===== config.mk =====
export PLATFORM = sky130hd
export DESIGN_NAME = rx_pack_fifo
export DESIGN_NICKNAME = d
export VERILOG_FILES = /design/src/rtl/rxpf_pkg.sv /design/src/rtl/rxpf_packer.sv /design/src/rtl/rxpf_store.sv /design/src/rtl/rx_pack_fifo.sv
export SDC_FILE = /design/constraint.sdc
export NUM_CORES = 1
export LEC_CHECK = 0
export BUFFER_PORTS_ARGS = -buffer_cell sky130_fd_sc_hd__buf_2
export CAP_MARGIN = 20
export CORE_MARGIN = 1.5
export CORE_UTILIZATION = 35
export CTS_BUF_LIST = sky130_fd_sc_hd__clkbuf_2 sky130_fd_sc_hd__clkbuf_4 sky130_fd_sc_hd__clkbuf_8
export CTS_CLUSTER_SIZE = 16
export DETAILED_ROUTE_END_ITERATION = 10
export MAX_ROUTING_LAYER = met4
export PLACE_DENSITY = 0.51
export SYNTH_ARGS = -nofsm -noshare
export SYNTH_HDL_FRONTEND = slang
export SYNTH_HIERARCHICAL = 1
export SYNTH_SLANG_ARGS = --single-unit

===== constraint.sdc =====
create_clock -name clk -period 4.9 [get_ports clk]
set_clock_uncertainty 0.2 [all_clocks]
set_input_delay 0.98 -clock clk [delete_from_list [all_inputs] [get_ports clk]]
set_output_delay 0.98 -clock clk [all_outputs]
set_load 0.1 [all_outputs]

===== src/rtl/rxpf_pkg.sv =====
package rxpf_pkg;
    // One stored slot: packed data, number of valid bytes, frame end marker.
    typedef struct packed {
        logic [31:0] data;
        logic [2:0]  cnt;
        logic        eof;
    } rxpf_entry_t;
endpackage


===== src/rtl/rxpf_packer.sv =====
module rxpf_packer
    import rxpf_pkg::*;
(
    input  logic        clk,
    input  logic        rst_n,
    input  logic        byte_mode_i,
    input  logic        push_i,
    input  logic [7:0]  data_i,
    input  logic        eof_i,
    output logic        wr_en_o,
    output rxpf_entry_t wr_entry_o,
    output logic        busy_o
);
    typedef struct packed {
        logic [31:0] acc;
        logic [2:0]  fill;
    } pack_state_t;

    pack_state_t st_q, st_d;
    logic [31:0] merged;
    logic [2:0]  fill_n;

    always_comb begin
        st_d       = st_q;
        wr_en_o    = 1'b0;
        wr_entry_o = '0;
        merged     = st_q.acc | ({data_i, 24'h0} >> {st_q.fill, 3'b000});
        fill_n     = st_q.fill + 3'd1;
        if (push_i) begin
            if (byte_mode_i) begin
                wr_en_o    = 1'b1;
                wr_entry_o = '{data: {24'h0, data_i}, cnt: 3'd1, eof: eof_i};
            end else if (fill_n == 3'd4 || eof_i) begin
                wr_en_o    = 1'b1;
                wr_entry_o = '{data: merged, cnt: fill_n, eof: eof_i};
                st_d       = '0;
            end else begin
                st_d.acc  = merged;
                st_d.fill = fill_n;
            end
        end
    end

    always_ff @(posedge clk or negedge rst_n) begin
        if (!rst_n) st_q <= '0;
        else        st_q <= st_d;
    end

    assign busy_o = (st_q.fill != 3'd0);

    // A partial word never waits in the packer while byte mode is active.
    p_no_partial_in_byte_mode_r5: assert property (@(posedge clk) disable iff (!rst_n)
        byte_mode_i |-> !busy_o);
endmodule


===== src/rtl/rxpf_store.sv =====
module rxpf_store
    import rxpf_pkg::*;
#(
    parameter int DEPTH = 8
) (
    input  logic        clk,
    input  logic        rst_n,
    input  logic        wr_en_i,
    input  rxpf_entry_t wr_entry_i,
    input  logic        rd_en_i,
    output rxpf_entry_t rd_entry_o,
    output logic        full_o,
    output logic        empty_o
);
    localparam int AW = $clog2(DEPTH);

    typedef struct packed {
        logic [AW-1:0] wr_ptr;
        logic [AW-1:0] rd_ptr;
        logic [AW:0]   used;
    } store_state_t;

    store_state_t st_q, st_d;
    rxpf_entry_t  slots [DEPTH];

    always_comb begin
        st_d = st_q;
        if (wr_en_i) st_d.wr_ptr = st_q.wr_ptr + 1'b1;
        if (rd_en_i) st_d.rd_ptr = st_q.rd_ptr + 1'b1;
        case ({wr_en_i, rd_en_i})
            2'b10:   st_d.used = st_q.used + 1'b1;
            2'b01:   st_d.used = st_q.used - 1'b1;
            default: st_d.used = st_q.used;
        endcase
    end

    always_ff @(posedge clk or negedge rst_n) begin
        if (!rst_n) st_q <= '0;
        else        st_q <= st_d;
    end

    always_ff @(posedge clk) begin
        if (wr_en_i) slots[st_q.wr_ptr] <= wr_entry_i;
    end

    assign rd_entry_o = slots[st_q.rd_ptr];
    assign full_o     = (st_q.used == (AW+1)'(DEPTH));
    assign empty_o    = (st_q.used == '0);

    p_no_overflow_r6: assert property (@(posedge clk) disable iff (!rst_n)
        wr_en_i |-> !full_o);
    p_no_underflow_r9: assert property (@(posedge clk) disable iff (!rst_n)
        rd_en_i |-> !empty_o);
endmodule


===== src/rtl/rx_pack_fifo.sv =====
module rx_pack_fifo
    import rxpf_pkg::*;
#(
    parameter bit LARGE_CHAN = 1'b1
) (
    input  logic        clk,
    input  logic        rst_n,
    input  logic        byte_mode_i,
    input  logic        in_valid_i,
    input  logic [7:0]  in_data_i,
    input  logic        in_eof_i,
    output logic        out_valid_o,
    input  logic        out_ready_i,
    output logic [31:0] out_data_o,
    output logic [2:0]  out_count_o,
    output logic        out_eof_o,
    output logic        full_o,
    output logic        empty_o,
    output logic        overrun_o,
    input  logic        overrun_clr_i,
    output logic        mode_o
);
    localparam int WIDE_BYTES = LARGE_CHAN ? 32 : 16;
    localparam int SLOTS      = WIDE_BYTES / 4;   // words in word mode, bytes in byte mode

    typedef struct packed {
        logic mode;
        logic ovr;
    } ctl_state_t;

    ctl_state_t  ctl_q, ctl_d;
    logic        accept, drop, store_full, store_empty, pk_busy, wr_en;
    rxpf_entry_t wr_entry, rd_entry;

    assign accept = in_valid_i && !store_full;
    assign drop   = in_valid_i && store_full;

    rxpf_packer u_packer (
        .clk        (clk),
        .rst_n      (rst_n),
        .byte_mode_i(ctl_q.mode),
        .push_i     (accept),
        .data_i     (in_data_i),
        .eof_i      (in_eof_i),
        .wr_en_o    (wr_en),
        .wr_entry_o (wr_entry),
        .busy_o     (pk_busy)
    );

    rxpf_store #(.DEPTH(SLOTS)) u_store (
        .clk       (clk),
        .rst_n     (rst_n),
        .wr_en_i   (wr_en),
        .wr_entry_i(wr_entry),
        .rd_en_i   (out_valid_o && out_ready_i),
        .rd_entry_o(rd_entry),
        .full_o    (store_full),
        .empty_o   (store_empty)
    );

    always_comb begin
        ctl_d = ctl_q;
        if (drop)               ctl_d.ovr = 1'b1;
        else if (overrun_clr_i) ctl_d.ovr = 1'b0;
        if (empty_o && !in_valid_i) ctl_d.mode = byte_mode_i;
    end

    always_ff @(posedge clk or negedge rst_n) begin
        if (!rst_n) ctl_q <= '0;
        else        ctl_q <= ctl_d;
    end

    assign out_valid_o = !store_empty;
    assign out_data_o  = rd_entry.data;
    assign out_count_o = rd_entry.cnt;
    assign out_eof_o   = rd_entry.eof;
    assign full_o      = store_full;
    assign empty_o     = store_empty && !pk_busy;
    assign overrun_o   = ctl_q.ovr;
    assign mode_o      = ctl_q.mode;

    p_count_range_r4: assert property (@(posedge clk) disable iff (!rst_n)
        out_valid_o |-> (out_count_o >= 3'd1 && out_count_o <= 3'd4));
    p_byte_lane_r5: assert property (@(posedge clk) disable iff (!rst_n)
        (out_valid_o && mode_o) |-> (out_count_o == 3'd1 && out_data_o[31:8] == 24'h0));
    p_mode_deferred_r8: assert property (@(posedge clk) disable iff (!rst_n)
        !empty_o |=> $stable(mode_o));
    p_drop_flags_r7: assert property (@(posedge clk) disable iff (!rst_n)
        (in_valid_i && full_o) |=> overrun_o);
    p_sticky_r7: assert property (@(posedge clk) disable iff (!rst_n)
        (overrun_o && !overrun_clr_i) |=> overrun_o);
    p_hold_r9: assert property (@(posedge clk) disable iff (!rst_n)
        (out_valid_o && !out_ready_i) |=> (out_valid_o && $stable(out_data_o)
                                           && $stable(out_count_o) && $stable(out_eof_o)));
endmodule


# Word-level counts from Yosys, hierarchy flattened
# Memories as Yosys holds them, arrays and structs flattened.
# Cells that the tools add are included.
dict set report op_classes {
  n_addsub 5
  eq_ne 4
  n_shift 1
  muxes 12
  bitwise_logic 2
  reduce_logical 15
}
# op n
set op_table {}
lappend op_table {{$mux W36} 3}
lappend op_table {{$mux W35} 1}
lappend op_table {{$or A32 B32 Y32} 1}
lappend op_table {{$shr A32 B6 Y32} 1}
lappend op_table {{$add A3 B1 Y3 const B} 3}
lappend op_table {{$pmux W4 S2} 1}
lappend op_table {{$mux W1} 7}
lappend op_table {{$logic_and A1 B1 Y1} 5}
lappend op_table {{$add A4 B1 Y4 const B} 1}
lappend op_table {{$eq A4 B4 Y1 const B} 1}
lappend op_table {{$logic_not A1 Y1} 4}
lappend op_table {{$logic_not A4 Y1} 1}
lappend op_table {{$reduce_bool A2 Y1} 2}
lappend op_table {{$sub A4 B1 Y4 const B} 1}
lappend op_table {{$eq A3 B3 Y1 const B} 1}
lappend op_table {{$reduce_bool A3 Y1} 1}
lappend op_table {{$eq A2 B1 Y1 const B} 1}
lappend op_table {{$eq A2 B2 Y1 const B} 1}
lappend op_table {{$reduce_and A2 Y1} 1}
lappend op_table {{$logic_or A1 B1 Y1} 1}
lappend op_table {{$not A1 Y1} 1}
dict set report totals {
  ff_bits 47
  mem_bits_rw 288
  in_bits 15
  out_inout_bits 41
  memories 1
}
# name words width rd rd_ports_with_merged_regs wr line
set memory_table {}
lappend memory_table {u_store.slots 8 36 1 0 1 rxpf_store.sv:24} ;# rxpf_entry_t slots [DEPTH];

# Longest topological paths before layout
dict set report depth {
  word_depth 8
  mapped_depth 12
  mapped_depth_nobuf 12
}

# Hierarchy
# Netlist, hierarchy kept.
# mod n_inst cells_per_inst area_each_um2 seq_area_each_um2
set modules_own_cells {}
lappend modules_own_cells {rxpf_store 1 470 11591.1 8898.5}
lappend modules_own_cells {rxpf_packer 1 245 2044.5 875.8}
lappend modules_own_cells {rx_pack_fifo 1 11 111.4 50.0}

# Worst setup path after synthesis
# OpenSTA, ideal clock, no wires.
dict set report synth_timing {
  path_type {register -> register}
  start {reg u_store/st_q[2] (netlist bit)}
  end {reg u_store/st_q[2] (netlist bit)}
  setup_time_ns 0.126
  arrival_time_ns 5.846
  required_ns 4.574
  path_slack_ns -1.272
  stages_incl_launch_ff 13
  n_path_buf 1
  path_cell_list {dfrtp_1 -> nor4b_1 -> nor2b_1 -> clkbuf_1 -> a21boi_0 -> inv_1 -> ha_1 -> xor2_1 -> ha_1 -> a21oi_1 -> xor2_1 -> nor2_1 -> xor2_1}
}
dict set report synth_between {
  elab_chain_cells 6
}
# item line
set synth_rtl {}
lappend synth_rtl {{start: declaration} rxpf_store.sv:23} ;# store_state_t st_q, st_d;
lappend synth_rtl {{start signal: assignment} rxpf_store.sv:39} ;# else st_q <= st_d;
lappend synth_rtl {{$eq A4 B4 Y1 (*)} rxpf_store.sv:47} ;# assign full_o = (st_q.used == (AW+1)'(DEPTH));
lappend synth_rtl {{named net full_o} rx_pack_fifo.sv:17} ;# output logic full_o,
lappend synth_rtl {{$logic_not A1 Y1 (*)} rx_pack_fifo.sv:35} ;# assign accept = in_valid_i && !store_full;
lappend synth_rtl {{$logic_and A1 B1 Y1 (*)} rx_pack_fifo.sv:35}
lappend synth_rtl {{named net accept} rx_pack_fifo.sv:32} ;# logic accept, drop, store_full, store_empty, pk_busy, wr_en;
lappend synth_rtl {{$mux W1 (*)} rxpf_packer.sv:29} ;# if (push_i) begin
lappend synth_rtl {{named net wr_en} rx_pack_fifo.sv:32}
lappend synth_rtl {{$eq A2 B1 Y1 or $eq A2 B2 Y1 (tied branches)} rxpf_store.sv:30} ;# case ({wr_en_i, rd_en_i})
lappend synth_rtl {{$pmux W4 S2 or $reduce_bool A2 Y1 (tied branches)} n/a}
# The timed path passes the listed nets; every way through them passes the cells marked *.
# A chain may end at the register's enable or synchronous reset.

# Final worst setup path
dict set report layout_timing {
  start {reg u_store/st_q[4] (netlist bit)}
  end {out out_data_o[19]}
}
dict set report layout_between {
  elab_chain_cells 1
}
# item line
set layout_rtl {}
lappend layout_rtl {{$mem_v2 Z8 W36} n/a}
lappend layout_rtl {{end: declaration} rx_pack_fifo.sv:14} ;# output logic [31:0] out_data_o,
# Every way passes these cells.

==> run summary <==
status = completed
CTS tree = yes
core area = 0.0387 mm^2
cts repair resizes = 0
RSZ-0062 raised after global routing = no
# Post-CTS Setup Buffers = 0
Avg Synthesized Cell Area = 18.9 um^2
number of global-route vias before repair = 7411
Clock Tree Buf Depth = 3
Post-Synth Simple-Gate Area = 4.39%
vias = 6946
EDFF count, synth = 288
most common cell after layout, fill and taps aside = edfxtp_1
Via-to-Cell Ratio = 5.03
top cells by area, synth = edfxtp_1 (63%), mux4_1 (11%), dfrtp_1 (8.6%)
period utilization = 81.3%
CP Max Fanout = 22
die footprint = 0.0405 mm^2
area share of fa/ha/maj cells after synthesis = 0.728%
XOR/XNOR Fraction of Synth Area = 0.692%
setup TNS = 0 ps
Routed WL = 29600 um
final hold vios = 0
Slew headroom = 41.8%
initial antenna violation count = 1
Layout Nets = 840
Critical Path Start Type = flop
DRC Markers = 0
post-route ant nets = 0
# hold bufs at CTS = 0
Overflow after GRT = 0
syn_nets = 749
post-DP HPWL = 16700 um
Cells after Synth = 726
router iterations before antenna repair = 5
# clock sinks = 335
worst slew pin tran = 869 ps
final core occ = 40.8%
WS Path Type = reg2out
Tmin final = 3980 ps
Placer Congestion = 0.720
f_max = 0.251 GHz
ys async rst share = 14.0%
Die W = 201 um
worst hold path type = reg2reg
most frequent cells in the layout = edfxtp_1 (288), clkbuf_8 (61), nor2_1 (59), mux4_1 (57), buf_2 (55)
Initial Utilization = 35.5%
Critical Path AT = 2800 ps
layout cells sized above 1 = 29.4%
Yosys Warn Count = 6
most area-hungry cell type in the Yosys netlist = edfxtp_1
DR iter-0 viols = 442
Compound-Gate Fraction of Synth Area = 3.94%
#FFs+latches synth = 335
Worst Path Required = 3720 ps
worst skew pair latency = 590 ps
area grow syn2layout = 15.1%
Cell Area, Synth = 0.0137 mm^2
GRT Overall Usage = 15.5%
die height = 201 um
sequential area share after synthesis = 71.5%
Setup-failing EPs final = 0
global-route wire length before repair = 45700 um
Avg WL per Cell = 21.4 um
main combinational cell family by area after synthesis = multiplexers
Num CTS Buffers = 54
maxcap violations = 0
H-tree depth = 2
buffers added on ports = 55
Clock transition at path regs = 60 ps
top-area cell type share of the netlist area = 62.9%
I/O pins = 56
main flop type after synthesis = edfxtp_1
fillcell total = 3507
Final Max Tran Viols = 0
CTS root buf = clkbuf_8
Synth cell types = 43
largest net degree at the start of global routing = 48
Core Rows = 72
CP Capture Type = output pin
post-synthesis mux area share = 16.7%
-- flip-flops by register name (all words and copies together) (netlist names) --
register,count
u_store/slots,288
u_packer/st_q,35
u_store/st_q,10
mode_o,1
overrun_o,1
-- cells by family (layout without fill, tap and decap cells) --
kind of cell,count (synthesis),count (layout)
flops,335,335
simple gates,120,120
mux,112,112
compound gates,87,87
buf+inv,54,191
xor+xnor,10,10
fa+ha+maj,8,8
other cells,0,1
-- layout make-up --
type / count / area [um^2] / area share (%)
Inverter: 7 / 26.3 / 0.166
Clock inverter: 17 / 75.1 / 0.474
Sequential cell: 335 / 9830 / 62.1
Clock buffer: 85 / 1020 / 6.45
Antenna cell: 1 / 2.50 / 0.0158
Multi-Input combinational cell: 337 / 3700 / 23.4
Tap cell: 518 / 648 / 4.10
Timing Repair Buffer: 82 / 515 / 3.26
-- metrics by stage --
| stage | cell area (um^2) | hold WS [ps] | instances | setup slack [ps] |
|---|---|---|---|---|
| detailed placement | 14700 | 281 | 1279 | 1460 |
| global placement | 14700 | 276 | 1279 | 1480 |
| finish | 15800 | 286 | 1382 | 917 |
| floorplan | 13800 | 255 | 726 | 394 |
| CTS | 15800 | 289 | 1381 | 818 |
| global route | 15800 | 317 | 1382 | 771 |
-- cells in the mapped netlist, types with 2 or more instances --
library cell / count
edfxtp_1: 288
nor2_1: 65
mux4_1: 57
dfrtp_1: 47
mux2_2: 39
a31oi_1: 33
a21oi_1: 29
clkbuf_1: 16
mux4_2: 15
nand2_1: 14
buf_2: 12
o21ai_0: 11
buf_6: 10
buf_1: 9
a221o_1: 8
ha_1: 8
nand3_1: 8
inv_1: 6
nand2b_1: 6
nor2b_1: 6
xor2_1: 6
and2_1: 4
nor3_1: 3
nor3b_2: 3
xnor2_1: 3
a31o_2: 2
and3b_1: 2
-- critical path, cell delays in order (launching register included) --
cell	delay, ps
dfrtp_4	590
buf_4	420
mux4_1	610
mux2_2	290
buf_2	290
-- per-layer routing --
layer / wire length, um / global-route usage, % / vias up
li1: - / - / 3142
met1: 13200 / 20.7 / 3586
met2: 14000 / 24.1 / 167
met3: 1700 / 2.85 / 51
met4: 590 / 4.64 / 0
met5: 0 / - / -
-- worst paths after layout --
path,end,slack [ps],cells after the start,start
worst max-delay path,out_data_o[19],920,4,u_store/st_q[4]$_DFFE_PN0P_
worst min-delay path,u_store/st_q[3]$_DFFE_PN0P_,290,1,u_store/st_q[3]$_DFFE_PN0P_
worst max register to register,u_store/st_q[2]$_DFFE_PN0P_,1480,13,u_packer/st_q[0]$_DFFE_PN0P_
worst min register to register,u_store/st_q[3]$_DFFE_PN0P_,290,1,u_store/st_q[3]$_DFFE_PN0P_
max in group asynchronous,u_store/st_q[4]$_DFFE_PN0P_,3720,2,rst_n
min in group asynchronous,mode_o$_DFFE_PN0P_,300,2,rst_n
Power is not shown: default switching activity piles up to over one toggle a cycle in this logic, so the estimate is an artifact.
